File: src/rtl/irq_pkg.sv
// Shared constants and helpers for the cascaded interrupt controller.
// Assumes byte-wide registers and eight lines per controller.
package irq_pkg;
    localparam int DW    = 8;
    localparam int LINES = 8;

    // Initialization sequencer states of one controller.
    typedef enum logic [2:0] {
        ST_WORD1 = 3'd0,
        ST_WORD2 = 3'd1,
        ST_WORD3 = 3'd2,
        ST_WORD4 = 3'd3,
        ST_READY = 3'd4
    } init_st_t;

    // Isolate the lowest set bit of a byte as a one-hot value.
    function automatic logic [DW-1:0] lowest_onehot(input logic [DW-1:0] v);
        return v & (~v + 1'b1);
    endfunction
endpackage

File: src/rtl/irq_prio_scan.sv
// Priority scan: reports whether any request bit is set and the index of
// the lowest-numbered one. Purely combinational.
module irq_prio_scan #(
    parameter int N = 16
) (
    input  logic [N-1:0]         req,
    output logic                 hit,
    output logic [$clog2(N)-1:0] idx
);
    localparam int IW = $clog2(N);

    // Walk from the top so that the lowest set index is written last.
    always_comb begin
        hit = 1'b0;
        idx = '0;
        for (int i = N - 1; i >= 0; i--) begin
            if (req[i]) begin
                hit = 1'b1;
                idx = IW'(i);
            end
        end
    end
endmodule

File: src/rtl/irq_unit.sv
// One 8-line interrupt controller: request, in-service, mask and
// edge/level registers, the initialization sequencer and the command decoder.
// Assumes each write strobe lasts one cycle and ack_idx is stable with ack_req.
module irq_unit
    import irq_pkg::*;
#(
    parameter logic [DW-1:0] CTL_WMASK = 8'hFF
) (
    input  logic                     clk,
    input  logic                     rst_n,
    input  logic                     cmd_wr,
    input  logic                     data_wr,
    input  logic                     ctl_wr,
    input  logic [DW-1:0]            wdata,
    input  logic [LINES-1:0]         raise,
    input  logic [LINES-1:0]         lower,
    input  logic                     ack_req,
    input  logic [$clog2(LINES)-1:0] ack_idx,
    output logic [LINES-1:0]         irr,
    output logic [LINES-1:0]         isr,
    output logic [LINES-1:0]         imr,
    output logic [LINES-1:0]         ctl,
    output logic [LINES-1:0]         pend,
    output logic [DW-1:0]            base,
    output logic [1:0]               rsel,
    output logic                     err
);
    localparam int IW = $clog2(LINES);

    init_st_t         st;
    logic             need_w4, single;
    logic             word1, ocw3, ocw2, ack_ok, bad_cmd;
    logic [LINES-1:0] ack_vec, eoi_clr, irr_n, isr_n;

    // Decode the command-port write and the acknowledge for this cycle.
    always_comb begin
        word1   = cmd_wr && wdata[4];
        ocw3    = cmd_wr && !wdata[4] && wdata[3];
        ocw2    = cmd_wr && !wdata[4] && !wdata[3];
        pend    = irr & ~imr;
        ack_ok  = ack_req && pend[ack_idx];
        ack_vec = ack_ok ? (LINES'(1) << ack_idx) : '0;
        eoi_clr = '0;
        bad_cmd = 1'b0;
        if (ocw2) begin
            case (wdata[7:5])
                3'b001:         eoi_clr = lowest_onehot(isr);
                3'b011:         eoi_clr = LINES'(1) << wdata[IW-1:0];
                3'b110, 3'b010: eoi_clr = '0;
                default:        bad_cmd = 1'b1;
            endcase
        end
        isr_n = word1 ? '0 : ((isr | ack_vec) & ~eoi_clr);
        irr_n = (irr & ~lower & ~(ack_vec & ~ctl)) | raise;
    end

    // Register updates: requests, in-service, sequencer, mask, control.
    always_ff @(posedge clk) begin
        if (!rst_n) begin
            st      <= ST_WORD1;
            irr     <= '0;
            isr     <= '0;
            imr     <= '0;
            ctl     <= '0;
            base    <= '0;
            rsel    <= 2'b00;
            need_w4 <= 1'b0;
            single  <= 1'b0;
            err     <= 1'b0;
        end else begin
            irr <= irr_n;
            isr <= isr_n;
            if (bad_cmd) err <= 1'b1;
            if (ctl_wr) ctl <= wdata & CTL_WMASK;
            if (ocw3 && wdata[1]) rsel <= wdata[1:0];
            if (word1) begin
                st      <= ST_WORD2;
                need_w4 <= wdata[0];
                single  <= wdata[1];
                imr     <= '0;
            end else if (data_wr) begin
                case (st)
                    ST_WORD2: begin
                        base <= {wdata[DW-1:IW], {IW{1'b0}}};
                        st   <= single ? (need_w4 ? ST_WORD4 : ST_READY) : ST_WORD3;
                    end
                    ST_WORD3: st  <= need_w4 ? ST_WORD4 : ST_READY;
                    ST_WORD4: st  <= ST_READY;
                    ST_READY: imr <= wdata;
                    default:  st  <= st;
                endcase
            end
        end
    end


    edge_ack_clears_chk: assert property (@(posedge clk) disable iff (!rst_n)
        (ack_ok && !ctl[ack_idx] && !raise[ack_idx]) |=> !irr[$past(ack_idx)]);


    level_ack_keeps_chk: assert property (@(posedge clk) disable iff (!rst_n)
        (ack_ok && ctl[ack_idx] && !lower[ack_idx]) |=> irr[$past(ack_idx)]);


    stray_ack_ignored_chk: assert property (@(posedge clk) disable iff (!rst_n)
        (ack_req && !pend[ack_idx] && !cmd_wr && raise == '0 && lower == '0)
        |=> ($stable(isr) && $stable(irr)));


    isr_set_by_ack_chk: assert property (@(posedge clk) disable iff (!rst_n)
        (|(isr & ~$past(isr))) |-> $past(ack_ok));


    mask_load_gated_chk: assert property (@(posedge clk) disable iff (!rst_n)
        !$stable(imr) |-> ($past(word1) || $past(data_wr && st == ST_READY)));
endmodule

File: src/rtl/dual_irq_ctrl.sv
// Cascaded pair of 8-line interrupt controllers behind a byte-wide bus.
// Lines 0..7 belong to the primary, 8..15 to the secondary; the secondary
// reaches the processor through primary line CASCADE_LINE.
// Assumes bus_wr and ack are single-cycle strobes.
module dual_irq_ctrl
    import irq_pkg::*;
#(
    parameter logic [DW-1:0] PRI_CTL_WMASK = 8'hF8,
    parameter logic [DW-1:0] SEC_CTL_WMASK = 8'hDE,
    parameter int            CASCADE_LINE  = 2
) (
    input  logic          clk,
    input  logic          rst_n,
    input  logic [2:0]    bus_addr,
    input  logic          bus_wr,
    input  logic [DW-1:0] bus_wdata,
    output logic [DW-1:0] bus_rdata,
    input  logic [15:0]   line_raise,
    input  logic [15:0]   line_lower,
    output logic          int_req,
    output logic [3:0]    int_line,
    output logic [DW-1:0] int_vec,
    input  logic          ack,
    input  logic [3:0]    ack_line,
    output logic          cmd_err
);
    localparam int UNITS = 2;
    localparam int TOTAL = UNITS * LINES;
    localparam int IW    = $clog2(LINES);

    logic [UNITS-1:0][LINES-1:0] irr, isr, imr, ctl, pend;
    logic [UNITS-1:0][DW-1:0]    base;
    logic [UNITS-1:0][1:0]       rsel;
    logic [UNITS-1:0]            err, cmd_wr, data_wr, ctl_wr, ack_req;
    logic [TOTAL-1:0]            pend_all;
    logic                        scan_hit;
    logic [$clog2(TOTAL)-1:0]    scan_idx;

    for (genvar g = 0; g < UNITS; g++) begin : g_unit
        localparam logic [DW-1:0] WMASK = (g == 0) ? PRI_CTL_WMASK : SEC_CTL_WMASK;
        // Route bus strobes and the acknowledge to this controller.
        assign cmd_wr[g]  = bus_wr && (bus_addr == 3'(2 * g));
        assign data_wr[g] = bus_wr && (bus_addr == 3'(2 * g + 1));
        assign ctl_wr[g]  = bus_wr && (bus_addr == 3'(4 + g));
        assign ack_req[g] = ack && (ack_line[3] == 1'(g));

        irq_unit #(.CTL_WMASK(WMASK)) u_ctrl (
            .clk     (clk),
            .rst_n   (rst_n),
            .cmd_wr  (cmd_wr[g]),
            .data_wr (data_wr[g]),
            .ctl_wr  (ctl_wr[g]),
            .wdata   (bus_wdata),
            .raise   (line_raise[g*LINES +: LINES]),
            .lower   (line_lower[g*LINES +: LINES]),
            .ack_req (ack_req[g]),
            .ack_idx (ack_line[IW-1:0]),
            .irr     (irr[g]),
            .isr     (isr[g]),
            .imr     (imr[g]),
            .ctl     (ctl[g]),
            .pend    (pend[g]),
            .base    (base[g]),
            .rsel    (rsel[g]),
            .err     (err[g])
        );
    end

    // Secondary lines are visible only while the cascade line is unmasked.
    assign pend_all = {pend[1] & {LINES{~imr[0][CASCADE_LINE]}}, pend[0]};

    irq_prio_scan #(.N(TOTAL)) u_scan (
        .req (pend_all),
        .hit (scan_hit),
        .idx (scan_idx)
    );

    // Present the winning line and its vector.
    always_comb begin
        int_req  = scan_hit;
        int_line = scan_idx;
        int_vec  = base[scan_idx[IW]] | {{(DW-IW){1'b0}}, scan_idx[IW-1:0]};
        cmd_err  = |err;
    end

    // Read multiplexer over the six register ports.
    always_comb begin
        case (bus_addr)
            3'd0, 3'd2: begin
                case (rsel[bus_addr[1]])
                    2'b10:   bus_rdata = irr[bus_addr[1]];
                    2'b11:   bus_rdata = isr[bus_addr[1]];
                    default: bus_rdata = '0;
                endcase
            end
            3'd1, 3'd3: bus_rdata = imr[bus_addr[1]];
            3'd4, 3'd5: bus_rdata = ctl[bus_addr[0]];
            default:    bus_rdata = '0;
        endcase
    end


    no_req_when_idle_chk: assert property (@(posedge clk) disable iff (!rst_n)
        ((irr[0] & ~imr[0]) == '0 && ((irr[1] & ~imr[1]) == '0 || imr[0][CASCADE_LINE]))
        |-> !int_req);


    err_sticky_chk: assert property (@(posedge clk) disable iff (!rst_n)
        $past(cmd_err) |-> cmd_err);
endmodule

File: config.mk
export PLATFORM = sky130hd
export DESIGN_NAME = dual_irq_ctrl
export DESIGN_NICKNAME = d
export VERILOG_FILES = /design/src/rtl/irq_pkg.sv /design/src/rtl/irq_prio_scan.sv /design/src/rtl/irq_unit.sv /design/src/rtl/dual_irq_ctrl.sv
export SDC_FILE = /design/constraint.sdc
export NUM_CORES = 1
export LEC_CHECK = 0
export ABC_AREA = 1
export BUFFER_PORTS_ARGS = -buffer_cell sky130_fd_sc_hd__buf_2
export CORE_MARGIN = 2
export CORE_UTILIZATION = 35
export DETAILED_ROUTE_END_ITERATION = 6
export HOLD_SLACK_MARGIN = 0.03
export SETUP_SLACK_MARGIN = 0.2
export SLEW_MARGIN = 15
export SYNTH_ARGS = -nofsm -noshare
export SYNTH_HDL_FRONTEND = slang
export SYNTH_HIERARCHICAL = 1
export SYNTH_SLANG_ARGS = --single-unit
export TNS_END_PERCENT = 30
File: constraint.sdc
create_clock -name clk -period 2.5 [get_ports clk]
set_input_delay 0.25 -clock clk [delete_from_list [all_inputs] [get_ports clk]]
set_output_delay 0.25 -clock clk [all_outputs]
set_load 0.005 [all_outputs]
==> reports/results.ini <==
[clock_tree]
cts-root-buf = clkbuf_16
cts_tree = yes
htreeDepth = 3
clockBufferDepth = 2
numCtsBuffers = 9
clock-sinks = 85
clk_latency_ns = 0.35
cts.clk_slew.worst_paths_ns = 0.07
postCtsHoldBufs = 0

[die]
num_rows = 45
die_w_um = 129.1
die_h_um = 129.1
dieArea_mm2 = 0.01667
pin_count = 73
fp.coreArea_mm2 = 0.01526
initial_core_util = 0.3590

[sta]
fin_skew_ns = 0.007041
hold_violations = 0
tightest_slew_ns = 1.065
min_period_ns = 2.336
relSlewSlack = 0.2872
setup_viol = 0
post-route-period-util = 0.9344
slew_violations = 0
final.setup.tns_ns = 0
fmax_mhz = 428.1
rsz0062_at_grt = true

[yosys]
synth_most_common_cell = nand2_1
synth.distinct_cells = 36
netlist_area_mm2 = 0.005478
synth_common_cells = nand2_1, inv_1, nor2_1, dfxtp_1, nand3_1
synth.area.top_cells = dfxtp_1, nand2_1, inv_1
postSynthAreaPerCell_um2 = 6.020
synth_edf_count = 0
synth_top_area_frac = 0.3106
ys.warnings.count = 6
async_flop_share = 0
ys_seq_elements = 85
synthCells = 910
synth_ff_type = dfxtp_1
synth-seq-area-share = 0.3106
synth_top_area_cell = dfxtp_1

[grt]
antenna_found_initial = 0
grt_overflow = 0
grt_usage = 0.2115
grt-busiest-layer = met2
met1_usage = 0.3001
grt_max_degree = 26
grt_pass1_vias = 5190
grt_pass1_wl_um = 26960
globalRouteMet3Util = 0.04418
use_met2 = 0.3229

[setup_path]
max_stage_delay_ns = 0.46
cp.arrival_ns = 2.09
path_class = reg -> out
crit_buf_inv = 6
worst_path_dominant_cell_family = simple AND/OR/NAND/NOR gates
required_ns = 2.25
cpMaxStageDelayCell = dfxtp_4
timing.critical_path.cells = inv_1, nand2_1, inv_1, inv_1, nand2_1, nor3_1, inv_1, nor3_2, buf_4, nand2_1, nand2_1, buf_2
cp-end-kind = output pin
worstSetupStartpointType = flop
worstPathMaxFanout = 11

[status]
status = finished clean

[final_layout]
n_antenna_cell = 0
area_delta_synth_final_pct = 15.65
layout-drive-gt1-share = 0.1814
layout.nets = 1033
final_cells = 1198

[drt]
drt_first_pass_iters = 5
vias_per_cell = 4.765
antenna_left = 0
drt_wl_total_um = 17090
drt_iter0_markers = 396
drc_errors = 0
wl_per_cell_um = 14.26
vias = 5708

[hold_path]
hp-class = in -> reg

[power]
vdd_drop_max_mv = 0.4584
leakage_uw = 0.003028
p_per_area_mw_per_mm2 = 501.5

[run]
maxCapViolations = 0

[place]
dpl.cell_count = 1179
gp_congestion = 0.9086
dpl.hpwl_um = 13440
io_buffers = 72

-- worst register-to-register path, cell delays in order, from the launching register on --
cell and delay [ns]:
dfxtp_1 0.38, nand2_1 0.15, nand2_1 0.09, nand2_1 0.07, nor2_2 0.11, nor2_2 0.05, nor2_4 0.23, nand3_1 0.20
nand2_1 0.10, nand2_1 0.05, nor2_1 0.11
-- stage by stage --
step	hold slack (ns)	instance area (um^2)	util	power, uW	setup WS, ns
after global placement	0.4392	5983	0.3921	1907	0.2859
final	0.1250	6335	0.4152	3177	0.1640
after CTS	0.1137	6285	0.4119	3194	0.1660
after global routing	0.1303	6335	0.4152	3329	-0.02514
after detailed placement	0.4460	5983	0.3921	1908	0.2542
after floorplan	0.3674	5512	-	1751	0.5107
-- cells in the final DEF, fill, tap and decap left out, types with 12 or more instances in the layout --
cell type and count:
nor2_2 19, buf_2 72, inv_2 13, nand2_1 236
nand3_1 62, inv_1 162, o21ai_0 49, nor2_1 98
a21oi_2 14, a21oi_1 60, nand4_1 20, dfxtp_1 78
buf_4 12
-- power breakdown --
group | internal [uW] | switching [uW] | total, uW
Clock | 703 | 578 | 1280
Sequential | 1380 | 27.8 | 1410
Combinational | 159 | 325 | 484
-- layer usage --
layer  routed length (um)  vias to the layer above
met1                 8466                     2559
met4                  272                        0
li1                     -                     2957
met2                 7278                      177
met3                 1071                       15
met5                    0                        -
-- flip-flops by register name, indices dropped and copies added, names as in the netlist --
signal	flops
g_unit.u_ctrl/base	10
g_unit.u_ctrl/ctl	11
g_unit.u_ctrl/err	2
g_unit.u_ctrl/imr	16
g_unit.u_ctrl/irr	16
g_unit.u_ctrl/isr	16
g_unit.u_ctrl/need_w4	2
g_unit.u_ctrl/rsel	4
g_unit.u_ctrl/single	2
g_unit.u_ctrl/st	6
-- path summary, 6_finish.rpt --
| check | startpoint | depth (start not counted) | endpoint | slack (ns) |
|---|---|---|---|---|
| hold / removal | line_raise[0] | 3 | g_unit[0].u_ctrl/irr[0] | 0.13 |
| setup / recovery | g_unit[0].u_ctrl/imr[2] | 12 | int_vec[3] | 0.16 |
| hold reg to reg | g_unit[0].u_ctrl/err | 2 | g_unit[0].u_ctrl/err | 0.45 |
| setup reg to reg | g_unit[0].u_ctrl/irr[0] | 10 | g_unit[0].u_ctrl/isr[0] | 0.91 |
-- final cells by class --
| cell class | count | area (um^2) |
|---|---|---|
| repair buffers | 84 | 450.4 |
| well taps | 211 | 264.0 |
| clock buffers | 11 | 242.7 |
| flip-flops and latches | 85 | 1713 |
| fillers | 1720 | 8924 |
| clock inverters | 5 | 32.53 |
| inverters | 177 | 666.9 |
| multi-input cells | 625 | 2965 |
-- cells by family after synthesis --
group                  after synthesis  share of synthesized area
and+or+nand+nor                    478                     0.3856
buffers and inverters              209                     0.1619
AOI/OAI and AO/OA                  136                     0.1405
DFF                                 85                     0.3106
other                                2                   0.001371
-- what timing repair did --
action	CTS	global route
setup buffers	1	2
resized for setup	7	15
pin swaps	0	4
setup endpoints to repair	9	10
(Power assumes the default switching activity.)
